`src/rtl/ctx_tlb_pkg.sv`:
```
package ctx_tlb_pkg;

  typedef enum logic [1:0] {
    PG_4K  = 2'd0,
    PG_2M  = 2'd1,
    PG_1G  = 2'd2,
    PG_RSV = 2'd3
  } pg_size_e;

  // Number of page-offset bits for a size code; reserved code acts as 4 KiB.
  function automatic int unsigned off_bits(input logic [1:0] sz);
    case (sz)
      2'd1:    off_bits = 21;
      2'd2:    off_bits = 30;
      default: off_bits = 12;
    endcase
  endfunction

  // Mask with ones over the page-offset bits.
  function automatic logic [63:0] off_mask(input logic [1:0] sz);
    off_mask = (64'd1 << off_bits(sz)) - 64'd1;
  endfunction

endpackage

```
`src/rtl/ctx_tlb_ctrl.sv`:
```
module ctx_tlb_ctrl #(
  parameter int CR_W   = 64,
  parameter int CTX_W  = 12,
  parameter int EN_BIT = 17
) (
  input  logic             clk,
  input  logic             rst_n,
  input  logic             cr_wr,
  input  logic             cr_sel,
  input  logic [CR_W-1:0]  cr_data,
  output logic [CTX_W-1:0] cur_ctx,
  output logic             tag_en,
  output logic             flush_all
);

  logic [CTX_W-1:0] base_q, base_d;
  logic             en_q, en_d;
  logic             unused_cr;

  // Only the context field and the enable bit have an effect.
  assign unused_cr = ^cr_data;

  always_comb begin
    base_d = base_q;
    en_d   = en_q;
    if (cr_wr) begin
      if (cr_sel) en_d   = cr_data[EN_BIT];
      else        base_d = cr_data[CTX_W-1:0];
    end
  end

  always_ff @(posedge clk or negedge rst_n) begin
    if (!rst_n) begin
      base_q <= '0;
      en_q   <= 1'b0;
    end else begin
      base_q <= base_d;
      en_q   <= en_d;
    end
  end

  assign tag_en    = en_q;
  assign cur_ctx   = en_q ? base_q : '0;
  assign flush_all = cr_wr && !cr_sel && !en_q;

endmodule

```
`src/rtl/ctx_tlb_match.sv`:
```
module ctx_tlb_match #(
  parameter int ENTRIES = 16,
  parameter int LA_W    = 48,
  parameter int PA_W    = 52,
  parameter int CTX_W   = 12
) (
  input  logic [ENTRIES-1:0] valid_i,
  input  logic [CTX_W-1:0]   ctx_i  [ENTRIES],
  input  logic [LA_W-1:0]    va_i   [ENTRIES],
  input  logic [PA_W-1:0]    pa_i   [ENTRIES],
  input  logic [1:0]         size_i [ENTRIES],
  input  logic [CTX_W-1:0]   cur_ctx,
  input  logic [LA_W-1:0]    lk_addr,
  output logic               hit,
  output logic [PA_W-1:0]    hit_pa,
  output logic [1:0]         hit_size
);

  logic [ENTRIES-1:0] match_vec;

  for (genvar g = 0; g < ENTRIES; g++) begin : g_cmp
    logic [LA_W-1:0] lmask;
    assign lmask = LA_W'(ctx_tlb_pkg::off_mask(size_i[g]));
    assign match_vec[g] = valid_i[g] && (ctx_i[g] == cur_ctx) &&
                          (((lk_addr ^ va_i[g]) & ~lmask) == '0);
  end

  logic [PA_W-1:0] sel_pa;
  logic [1:0]      sel_size;
  logic [PA_W-1:0] pmask;

  // Lowest-numbered matching entry wins.
  always_comb begin
    sel_pa   = '0;
    sel_size = 2'd0;
    for (int i = ENTRIES - 1; i >= 0; i--) begin
      if (match_vec[i]) begin
        sel_pa   = pa_i[i];
        sel_size = size_i[i];
      end
    end
  end

  assign pmask    = PA_W'(ctx_tlb_pkg::off_mask(sel_size));
  assign hit      = |match_vec;
  assign hit_size = sel_size;
  assign hit_pa   = (sel_pa & ~pmask) | (PA_W'(lk_addr) & pmask);

endmodule

```
`src/rtl/ctx_tlb_victim.sv`:
```
module ctx_tlb_victim #(
  parameter int ENTRIES = 16,
  parameter int IDX_W   = $clog2(ENTRIES)
) (
  input  logic               clk,
  input  logic               rst_n,
  input  logic [ENTRIES-1:0] valid_i,
  input  logic               fill_i,
  output logic [IDX_W-1:0]   victim
);

  logic [IDX_W-1:0] ptr_q, ptr_d;
  logic [IDX_W-1:0] first_free;
  logic             any_free;

  always_comb begin
    first_free = '0;
    for (int i = ENTRIES - 1; i >= 0; i--) begin
      if (!valid_i[i]) first_free = IDX_W'(i);
    end
  end

  assign any_free = ~&valid_i;
  assign victim   = any_free ? first_free : ptr_q;

  always_comb begin
    ptr_d = ptr_q;
    if (fill_i && !any_free) begin
      if (ptr_q == IDX_W'(ENTRIES - 1)) ptr_d = '0;
      else                              ptr_d = ptr_q + 1'b1;
    end
  end

  always_ff @(posedge clk or negedge rst_n) begin
    if (!rst_n) ptr_q <= '0;
    else        ptr_q <= ptr_d;
  end

endmodule

```
`src/rtl/ctx_tlb.sv`:
```
module ctx_tlb #(
  parameter int ENTRIES = 16,
  parameter int LA_W    = 48,
  parameter int PA_W    = 52,
  parameter int CTX_W   = 12,
  parameter int CR_W    = 64,
  parameter int EN_BIT  = 17
) (
  input  logic             clk,
  input  logic             rst_n,
  input  logic             lk_valid,
  input  logic [LA_W-1:0]  lk_addr,
  output logic             rsp_valid,
  output logic             rsp_hit,
  output logic [PA_W-1:0]  rsp_paddr,
  output logic [1:0]       rsp_size,
  input  logic             fill_valid,
  input  logic [LA_W-1:0]  fill_vaddr,
  input  logic [PA_W-1:0]  fill_paddr,
  input  logic [1:0]       fill_size,
  input  logic             cr_wr,
  input  logic             cr_sel,
  input  logic [CR_W-1:0]  cr_data,
  input  logic             flush_valid,
  input  logic [CTX_W-1:0] flush_ctx
);

  localparam int IDX_W = (ENTRIES > 1) ? $clog2(ENTRIES) : 1;

  logic [CTX_W-1:0] cur_ctx;
  logic             tag_en;
  logic             flush_all;

  ctx_tlb_ctrl #(.CR_W(CR_W), .CTX_W(CTX_W), .EN_BIT(EN_BIT)) ctrl_i (
    .clk       (clk),
    .rst_n     (rst_n),
    .cr_wr     (cr_wr),
    .cr_sel    (cr_sel),
    .cr_data   (cr_data),
    .cur_ctx   (cur_ctx),
    .tag_en    (tag_en),
    .flush_all (flush_all)
  );

  // Entry storage
  logic [ENTRIES-1:0] valid_q, valid_d;
  logic [CTX_W-1:0]   ctx_q  [ENTRIES];
  logic [LA_W-1:0]    va_q   [ENTRIES];
  logic [PA_W-1:0]    pa_q   [ENTRIES];
  logic [1:0]         size_q [ENTRIES];
  logic [ENTRIES-1:0] we;
  logic [IDX_W-1:0]   victim;

  ctx_tlb_victim #(.ENTRIES(ENTRIES), .IDX_W(IDX_W)) victim_i (
    .clk     (clk),
    .rst_n   (rst_n),
    .valid_i (valid_q),
    .fill_i  (fill_valid),
    .victim  (victim)
  );

  // Fill data aligned to its page
  logic [LA_W-1:0] fill_va_m;
  logic [PA_W-1:0] fill_pa_m;
  assign fill_va_m = fill_vaddr & ~LA_W'(ctx_tlb_pkg::off_mask(fill_size));
  assign fill_pa_m = fill_paddr & ~PA_W'(ctx_tlb_pkg::off_mask(fill_size));

  always_comb begin
    valid_d = valid_q;
    we      = '0;
    for (int i = 0; i < ENTRIES; i++) begin
      if (flush_all) valid_d[i] = 1'b0;
      if (flush_valid && (ctx_q[i] == flush_ctx)) valid_d[i] = 1'b0;
      if (fill_valid && (victim == IDX_W'(i))) begin
        we[i]      = 1'b1;
        valid_d[i] = 1'b1;
      end
    end
  end

  always_ff @(posedge clk or negedge rst_n) begin
    if (!rst_n) valid_q <= '0;
    else        valid_q <= valid_d;
  end

  for (genvar g = 0; g < ENTRIES; g++) begin : g_ent
    always_ff @(posedge clk) begin
      if (we[g]) begin
        ctx_q[g]  <= cur_ctx;
        va_q[g]   <= fill_va_m;
        pa_q[g]   <= fill_pa_m;
        size_q[g] <= fill_size;
      end
    end
  end

  // Lookup on pre-update state
  logic            m_hit;
  logic [PA_W-1:0] m_pa;
  logic [1:0]      m_size;

  ctx_tlb_match #(.ENTRIES(ENTRIES), .LA_W(LA_W), .PA_W(PA_W), .CTX_W(CTX_W)) match_i (
    .valid_i  (valid_q),
    .ctx_i    (ctx_q),
    .va_i     (va_q),
    .pa_i     (pa_q),
    .size_i   (size_q),
    .cur_ctx  (cur_ctx),
    .lk_addr  (lk_addr),
    .hit      (m_hit),
    .hit_pa   (m_pa),
    .hit_size (m_size)
  );

  // Registered answer
  logic            rv_q, rv_d, rh_q, rh_d;
  logic [PA_W-1:0] rpa_q;
  logic [1:0]      rsz_q;

  always_comb begin
    rv_d = lk_valid;
    rh_d = lk_valid && m_hit;
  end

  always_ff @(posedge clk or negedge rst_n) begin
    if (!rst_n) begin
      rv_q <= 1'b0;
      rh_q <= 1'b0;
    end else begin
      rv_q <= rv_d;
      rh_q <= rh_d;
    end
  end

  always_ff @(posedge clk) begin
    if (lk_valid) begin
      rpa_q <= m_pa;
      rsz_q <= m_size;
    end
  end

  assign rsp_valid = rv_q;
  assign rsp_hit   = rh_q;
  assign rsp_paddr = rpa_q;
  assign rsp_size  = rsz_q;

endmodule

```
`config.mk`:
```
export PLATFORM = sky130hd
export DESIGN_NAME = ctx_tlb
export DESIGN_NICKNAME = d
export VERILOG_FILES = /design/src/rtl/ctx_tlb_pkg.sv /design/src/rtl/ctx_tlb_ctrl.sv /design/src/rtl/ctx_tlb_match.sv /design/src/rtl/ctx_tlb_victim.sv /design/src/rtl/ctx_tlb.sv
export SDC_FILE = /design/constraint.sdc
export NUM_CORES = 2
export LEC_CHECK = 0
export ABC_CLOCK_PERIOD_IN_PS = 11450
export BUFFER_PORTS_ARGS = -buffer_cell sky130_fd_sc_hd__buf_2
export CELL_PAD_IN_SITES_DETAIL_PLACEMENT = 1
export CELL_PAD_IN_SITES_GLOBAL_PLACEMENT = 1
export CORE_MARGIN = 2
export CORE_UTILIZATION = 50
export DETAILED_ROUTE_END_ITERATION = 10
export HOLD_SLACK_MARGIN = 0.15
export PLACE_DENSITY = 0.83
export SETUP_SLACK_MARGIN = 0.05
export SLEW_MARGIN = 20
export SYNTH_ARGS = -nofsm -noshare
export SYNTH_HDL_FRONTEND = slang
export SYNTH_SLANG_ARGS = --single-unit
```
`constraint.sdc`:
```
create_clock -name clk -period 11.45 [get_ports clk]
set_input_delay 2.29 -clock clk [delete_from_list [all_inputs] [get_ports clk]]
set_output_delay 2.29 -clock clk [all_outputs]
set_load 0.03 [all_outputs]
```
---- Yosys cells after proc, flatten, opt, wreduce, memory -nomap -nowiden ----
Index checks and enable logic that the tools add are counted.
storage, ports and cells
  register bits after elaboration ......... 1,913
  latch bits .............................. 0
  bits in writable memories ............... 0
  bits in read-only memories .............. 0
  output and inout port bits .............. 56
  memories kept ........................... 0
cells by class
  $add $sub $neg .......................... 19
  multiply operators ...................... 0
  div/mod/pow operators ................... 0
  $lt $le $gt $ge ......................... 0
  equal/unequal tests ..................... 84
  shift operators ......................... 18
  muxes and demuxes ....................... 118
  bitwise operators ....................... 57
  reduce and logical (&&, ||, !) cells .... 107
operator list
  kind                                                 number
  two-way mux 52 bit                                   16
  bitwise AND 48 bit                                   17
  NOT 48 bit                                           17
  logical NOT 48 bit                                   16
  left shift 1 x 5 -> 48 bit, first input constant     16
  subtractor 48 x 1 -> 48 bit, second input constant   16
  XOR 48 bit                                           16
  equality test 12 bit                                 32
  case mux 5 bit (2 select lines)                      18
  bitwise AND 52 bit                                   2
  NOT 52 bit                                           2
  left shift 1 x 5 -> 52 bit, first input constant     2
  subtractor 52 x 1 -> 52 bit, second input constant   2
  two-way mux 4 bit                                    18
  logical AND 1 bit                                    68
  bitwise AND 48 x 52 -> 52 bit                        1
  bitwise OR 52 bit                                    1
  two-way mux 1 bit                                    49
  nonzero test 3 bit                                   16
  equality test 2 x 1 -> 1 bit, second input constant  18
  equality test 2 bit, second input constant           18
  equality test 4 bit, second input constant           9
  two-way mux 2 bit                                    16
  equality test 4 x 3 -> 1 bit, second input constant  4
  10 further kinds                                     13

---- Logic depth before layout (Yosys ltp) ----
  depth in word-level cells ............... 31
  depth in mapped cells ................... 28

---- By module ----
A second synthesis with hierarchy kept.
second synthesis, totals
  cells, all modules ...................... 5,515
  area, all modules ....................... 79,083.3 um2
modules (own cells, without submodules)
  module          times used  cells each  area each (um2)  sequential area each (um2)
  ctx_tlb         1           2,234       56,218.9         53,000.8
  ctx_tlb_match   1           3,186       21,847.2         0.0
  ctx_tlb_ctrl    1           43          628.1            325.3
  ctx_tlb_victim  1           52          389.1            100.1

---- Worst setup path before layout ----
No wires, ideal clock.
  kind .................................... input to register
  from .................................... input port fill_valid
  to ...................................... register ctx_q[48] in the netlist's numbering (enable)
  library setup time ...................... 0.572 ns
  arrival time ............................ 7.012 ns
  slack ................................... 3.865 ns
  stages on the path ...................... 4
  cell sequence ........................... inv_1 -> nor2_1 -> nand2b_1 -> nor2_1
between the ends
  word-level cells in the longest chain between the ends .. 2
RTL lines
  item                           RTL line       source
  start, declared                ctx_tlb.sv:17  input logic fill_valid,
  logical AND 1 bit              ctx_tlb.sv:74  if (fill_valid && (victim == IDX_W'(i))) begin
  two-way mux 1 bit              ctx_tlb.sv:74
  end signal, assigned by index  ctx_tlb.sv:89  ctx_q[g] <= cur_ctx;
  end, declared                  ctx_tlb.sv:47  logic [CTX_W-1:0] ctx_q [ENTRIES];
Every way passes these cells.
A chain may end at the register's enable or synchronous reset.

---- Worst setup path in the final report ----
  from .................................... input port lk_addr[39]
  to ...................................... register rpa_q[6], in the netlist rsp_paddr[6], data pin
between the ends
  word-level cells in the longest chain between the ends .. 27
RTL lines
  item                                                                 RTL line             source
  start, declared                                                      ctx_tlb.sv:12        input logic [LA_W-1:0] lk_addr,
  XOR 48 bit                                                           ctx_tlb_match.sv:25  (((lk_addr ^ va_i[g]) & ~lmask) == '0);
  bitwise AND 48 bit                                                   ctx_tlb_match.sv:25
  logical NOT 48 bit                                                   ctx_tlb_match.sv:25
  logical AND 1 bit                                                    ctx_tlb_match.sv:24  assign match_vec[g] = valid_i[g] && (ctx_i[g] == cur_ctx) &&
  two-way mux 2 bit (15 in a row)                                      ctx_tlb_match.sv:37  if (match_vec[i]) begin
  two-way mux 2 bit (*)                                                ctx_tlb_match.sv:37
  named net m_size[1]                                                  ctx_tlb.sv:100       logic [1:0] m_size;
  equality test 2 bit or equality test 2 x 1 -> 1 bit (tied branches)  ctx_tlb_pkg.sv:12    case (sz)
  case mux 5 bit (2 select lines) (*)                                  ctx_tlb_pkg.sv:12
  left shift 1 x 5 -> 52 bit (*)                                       ctx_tlb_pkg.sv:21    off_mask = (64'd1 << off_bits(sz)) - 64'd1;
  subtractor 52 x 1 -> 52 bit (*)                                      ctx_tlb_pkg.sv:21
  NOT 52 bit                                                           ctx_tlb_match.sv:47  assign hit_pa = (sel_pa & ~pmask) | (PA_W'(lk_addr) & pmask);
  bitwise AND 52 bit                                                   ctx_tlb_match.sv:47
  bitwise OR 52 bit (*)                                                ctx_tlb_match.sv:47
  named net m_pa[6]                                                    ctx_tlb.sv:99        logic [PA_W-1:0] m_pa;
  end signal, assigned                                                 ctx_tlb.sv:137       rpa_q <= m_pa;
  end, declared                                                        ctx_tlb.sv:117       logic [PA_W-1:0] rpa_q;
Mark *: on every way through the listed nets, which the timed path passes. The rest lies on a longest branch.

==> results.md <==
- Synth Flop Type: edfxtp_1
- Data required time at the worst endpoint: 12060 ps
- Tcrit/Tclk final: 0.768
- Post-synthesis cell area: 79000 um^2
- Number of synthesized flops with an enable pin: 1750
- Drt total wl: 296 mm
- Synthesized netlist cell count: 5649
- Initial core utilization: 0.505
- Class of the tightest hold or removal check: flip-flop to flip-flop
- Max Freq: 0.114 GHz
- Category of the critical setup timing path: input pin to flip-flop
- Leading cell type in the layout, fill and taps excluded: edfxtp_1
- Sort of element at the start of the critical path: input pin
- Internal power: 11.4 mW
- # DRC: 0
- Overall die height: 402 um
- Adder-Cell Fraction of Synth Area: 0.0165
- Data arrival time of the worst path: 9410 ps
- Via Count: 54800
- Drt first pass iters: 7
- Library cell used as clock root buffer: clkbuf_16
- Leak: 29.5 nW
- Endpoints failing setup: 0
- Logic gate share of total power: 0.106
- Share of synthesized area occupied by flip-flops and latches: 0.676
- Final max-slew violation count: 0
- Headroom to the max-slew limit: 0.144
- Kind of end point of the critical path: flip-flop
- Worst-Skew Late Latency: 870 ps
- GRT Residual Overflow: 0
- Xor and xnor area share after synthesis: 0.106
- Initial antenna violation count: 34
- Hold-fix buffers, CTS: 0
- CP delay by family, top: compound AO/OA/AOI/OAI gates
- Post-detail-place hpwl: 177 mm
- Avg Inst Size Synth: 14.0 um^2
- Clock Skews: 64.7 ps
- Pin count of the biggest net entering global routing: 107
- Number of global-route vias before repair: 57100
- Synthesized-area fraction occupied by and/or/nand/nor cells: 0.0756
- Num ports: 289
- Syn. warnings: 0
- Switching part of the total: 0.266
- Port-buffer cells: 229
- Layout-stage area growth over the synthesis result: 11.7%
- Post-synth net total: 5986
- Number of buffers between clock root and the deepest sink: 3
- Iteration-0 DRC Markers: 8455
- Placeable core region: 157000 um^2
- Net count, final: 6153
- Largest family of logic cells by synthesized area: XOR/XNOR gates
- Post-CTS setup repair buffer count: 0
- Clock-pin slew reported for the worst setup and hold paths after clock tree synthesis: 60 ps
- Clock Sinks: 1785
- Global-route wire length before repair: 417 mm
- Critical path cell sequence: buf_2, xor2_1, a2111oi_1, o211ai_1, a2111oi_0, and4_2, o21ai_1, a311o_1, a311o_1, a22o_1, ha_1, buf_4, nand2_1, ha_1, and2_1, nor2_1, o21ai_0, a21oi_1, a21oi_1
- Max-cap check violation count: 0
- Dpl cells: 7688
- Htree depth: 4
- Number of synthesized register bits: 1785
- Most used cells in the layout excluding fill and tap cells: edfxtp_1, xor2_1, xnor2_1
- Setup repair after global routing missed its margin: false
- Status: finished, final reports clean
- Minimum period implied by the final worst setup slack: 8800 ps
- Layout cell share with drive strength beyond 1: 0.118
- Total CTS buffers: 183
- Unique cell type count in the Yosys netlist: 87
- Number of buffer and inverter instances along the worst setup path: 2
- Worst setup slack for register-to-register paths: 2860 ps
- Least-Margin Pin Slew: 1270 ps
- CTS tree: yes
- Multiplexer share of the synthesized area: 0.00695
- Share of the synthesized area in compound gates (AO/OA/AOI/OAI): 0.0913
- Layout Cells excl Fill: 8039
- CP peak stage delay: 970 ps
- Worst vdd rail ir drop: 0.173 mV
- Proportion of synthesized flip-flops having asynchronous set or reset: 0.0196
- Worst-path cell with the longest stage delay: a2111oi_1
- Width of the chip: 402 um
- Setup TNS Final: 0 ps
- Areal power density over the cells: 177 nW/um^2
- Cell row count: 145
- Net load switching power: 4.15 mW
- Antenna Nets Post-Route: 0
- Final Hold Viols: 0
- Register share of total power: 0.508
- CP max FO: 30
- Routed length per instance: 36.9 um
- Post-DR vias/cell: 6.82
- Clock share of power: 0.386
- Routability congestion estimate from global placement: 0.973
- Floorplan die area: 161000 um^2
- GRT Overall Usage: 0.361
- PostCTS Resize Cnt: 0
-- worst paths after layout --
check / from / end / depth (start not counted)
hold reg to reg: victim_i.ptr_q[3] / victim_i.ptr_q[3] / 1
min in group asynchronous: rst_n / ctrl_i.base_q[5] / 1
max in group asynchronous: rst_n / ctrl_i.tag_en / 1
hold / removal: victim_i.ptr_q[3] / victim_i.ptr_q[3] / 1
setup reg to reg: ctrl_i.tag_en / rsp_paddr[6] / 22
setup / recovery: lk_addr[39] / rsp_paddr[6] / 19
-- Yosys cell counts (43+ instances only) --
| cell | count | area share |
|---|---|---|
| edfxtp_1 | 1750 | 0.67 |
| xor2_1 | 504 | 0.056 |
| xnor2_1 | 453 | 0.050 |
| nand2_1 | 300 | 0.014 |
| o21ai_0 | 299 | 0.019 |
| nor2_1 | 255 | 0.012 |
| clkbuf_1 | 197 | 0.0094 |
| a21oi_1 | 180 | 0.011 |
| inv_1 | 142 | 0.0067 |
| buf_2 | 129 | 0.0082 |
| nand4_1 | 127 | 0.010 |
| nand3_1 | 111 | 0.0070 |
| nor4_1 | 109 | 0.0086 |
| ha_1 | 104 | 0.016 |
| a31oi_1 | 53 | 0.0042 |
| nor3_1 | 52 | 0.0033 |
| and2_1 | 51 | 0.0040 |
| a221oi_1 | 47 | 0.0052 |
| mux2i_1 | 47 | 0.0060 |
| nor2b_1 | 44 | 0.0035 |
| o2111ai_1 | 43 | 0.0048 |
-- power groups by stage --
stage / Sequential, mW / Clock, mW / Combinational, mW
floorplan: 8.04 / 0 / 0.838
CTS: 7.91 / 6.01 / 1.58
global route: 7.94 / 6.22 / 1.67
global placement: 8.00 / 0 / 1.47
detailed placement: 8.04 / 0 / 1.55
finish: 7.92 / 6.01 / 1.65
-- cells by family after synthesis --
kind of cell	after synthesis
AOI/OAI and AO/OA	1065
xor gates and xnor gates	957
adders and majority gates	104
buffers and inverters	504
DFF	1785
muxes	54
and+or+nand+nor	1180
-- layer usage --
| layer | routed length (um) | share of wire | vias to the layer above | GRT usage |
|---|---|---|---|---|
| met1 | 101000 | 0.34 | 27500 | 0.452 |
| met3 | 39300 | 0.13 | 1186 | 0.0940 |
| met5 | 163 | 0.00055 | - | 0 |
| li1 | - | - | 21600 | - |
| met4 | 21100 | 0.071 | 20 | 0.228 |
| met2 | 135000 | 0.45 | 4540 | 0.561 |
-- through the flow --
step	hold slack (ps)	utilization	setup slack, ps	cell area, um^2	power (mW)
global route	564	0.563	2470	88200	15.8
finish	525	0.564	2650	88200	15.6
CTS	526	0.563	2770	88100	15.5
floorplan	461	-	3870	79000	8.88
detailed placement	515	0.525	1980	82300	9.59
global placement	517	0.525	2020	82200	9.47
-- cell type report --
| cell class | count | area (um^2) |
|---|---|---|
| antenna | 16 | 40.0 |
| fill | 15000 | 68300 |
| timing repair buffer | 337 | 2010 |
| multi-input combinational | 3360 | 23800 |
| clock inverter | 106 | 1070 |
| tap | 2058 | 2570 |
| inverter | 149 | 559 |
| clock buffer | 228 | 4800 |
| sequential | 1785 | 53400 |
-- registers in the layout (all words and copies together), names as in the netlist --
name	count
pa_q	768
va_q	704
ctx_q	192
rsp_paddr	52
size_q	32
valid_q	16
ctrl_i.base_q	12
victim_i.ptr_q	4
rsp_size	2
ctrl_i.tag_en	1
rsp_hit	1
rsp_valid	1
Power figures use the tool's default switching activity.
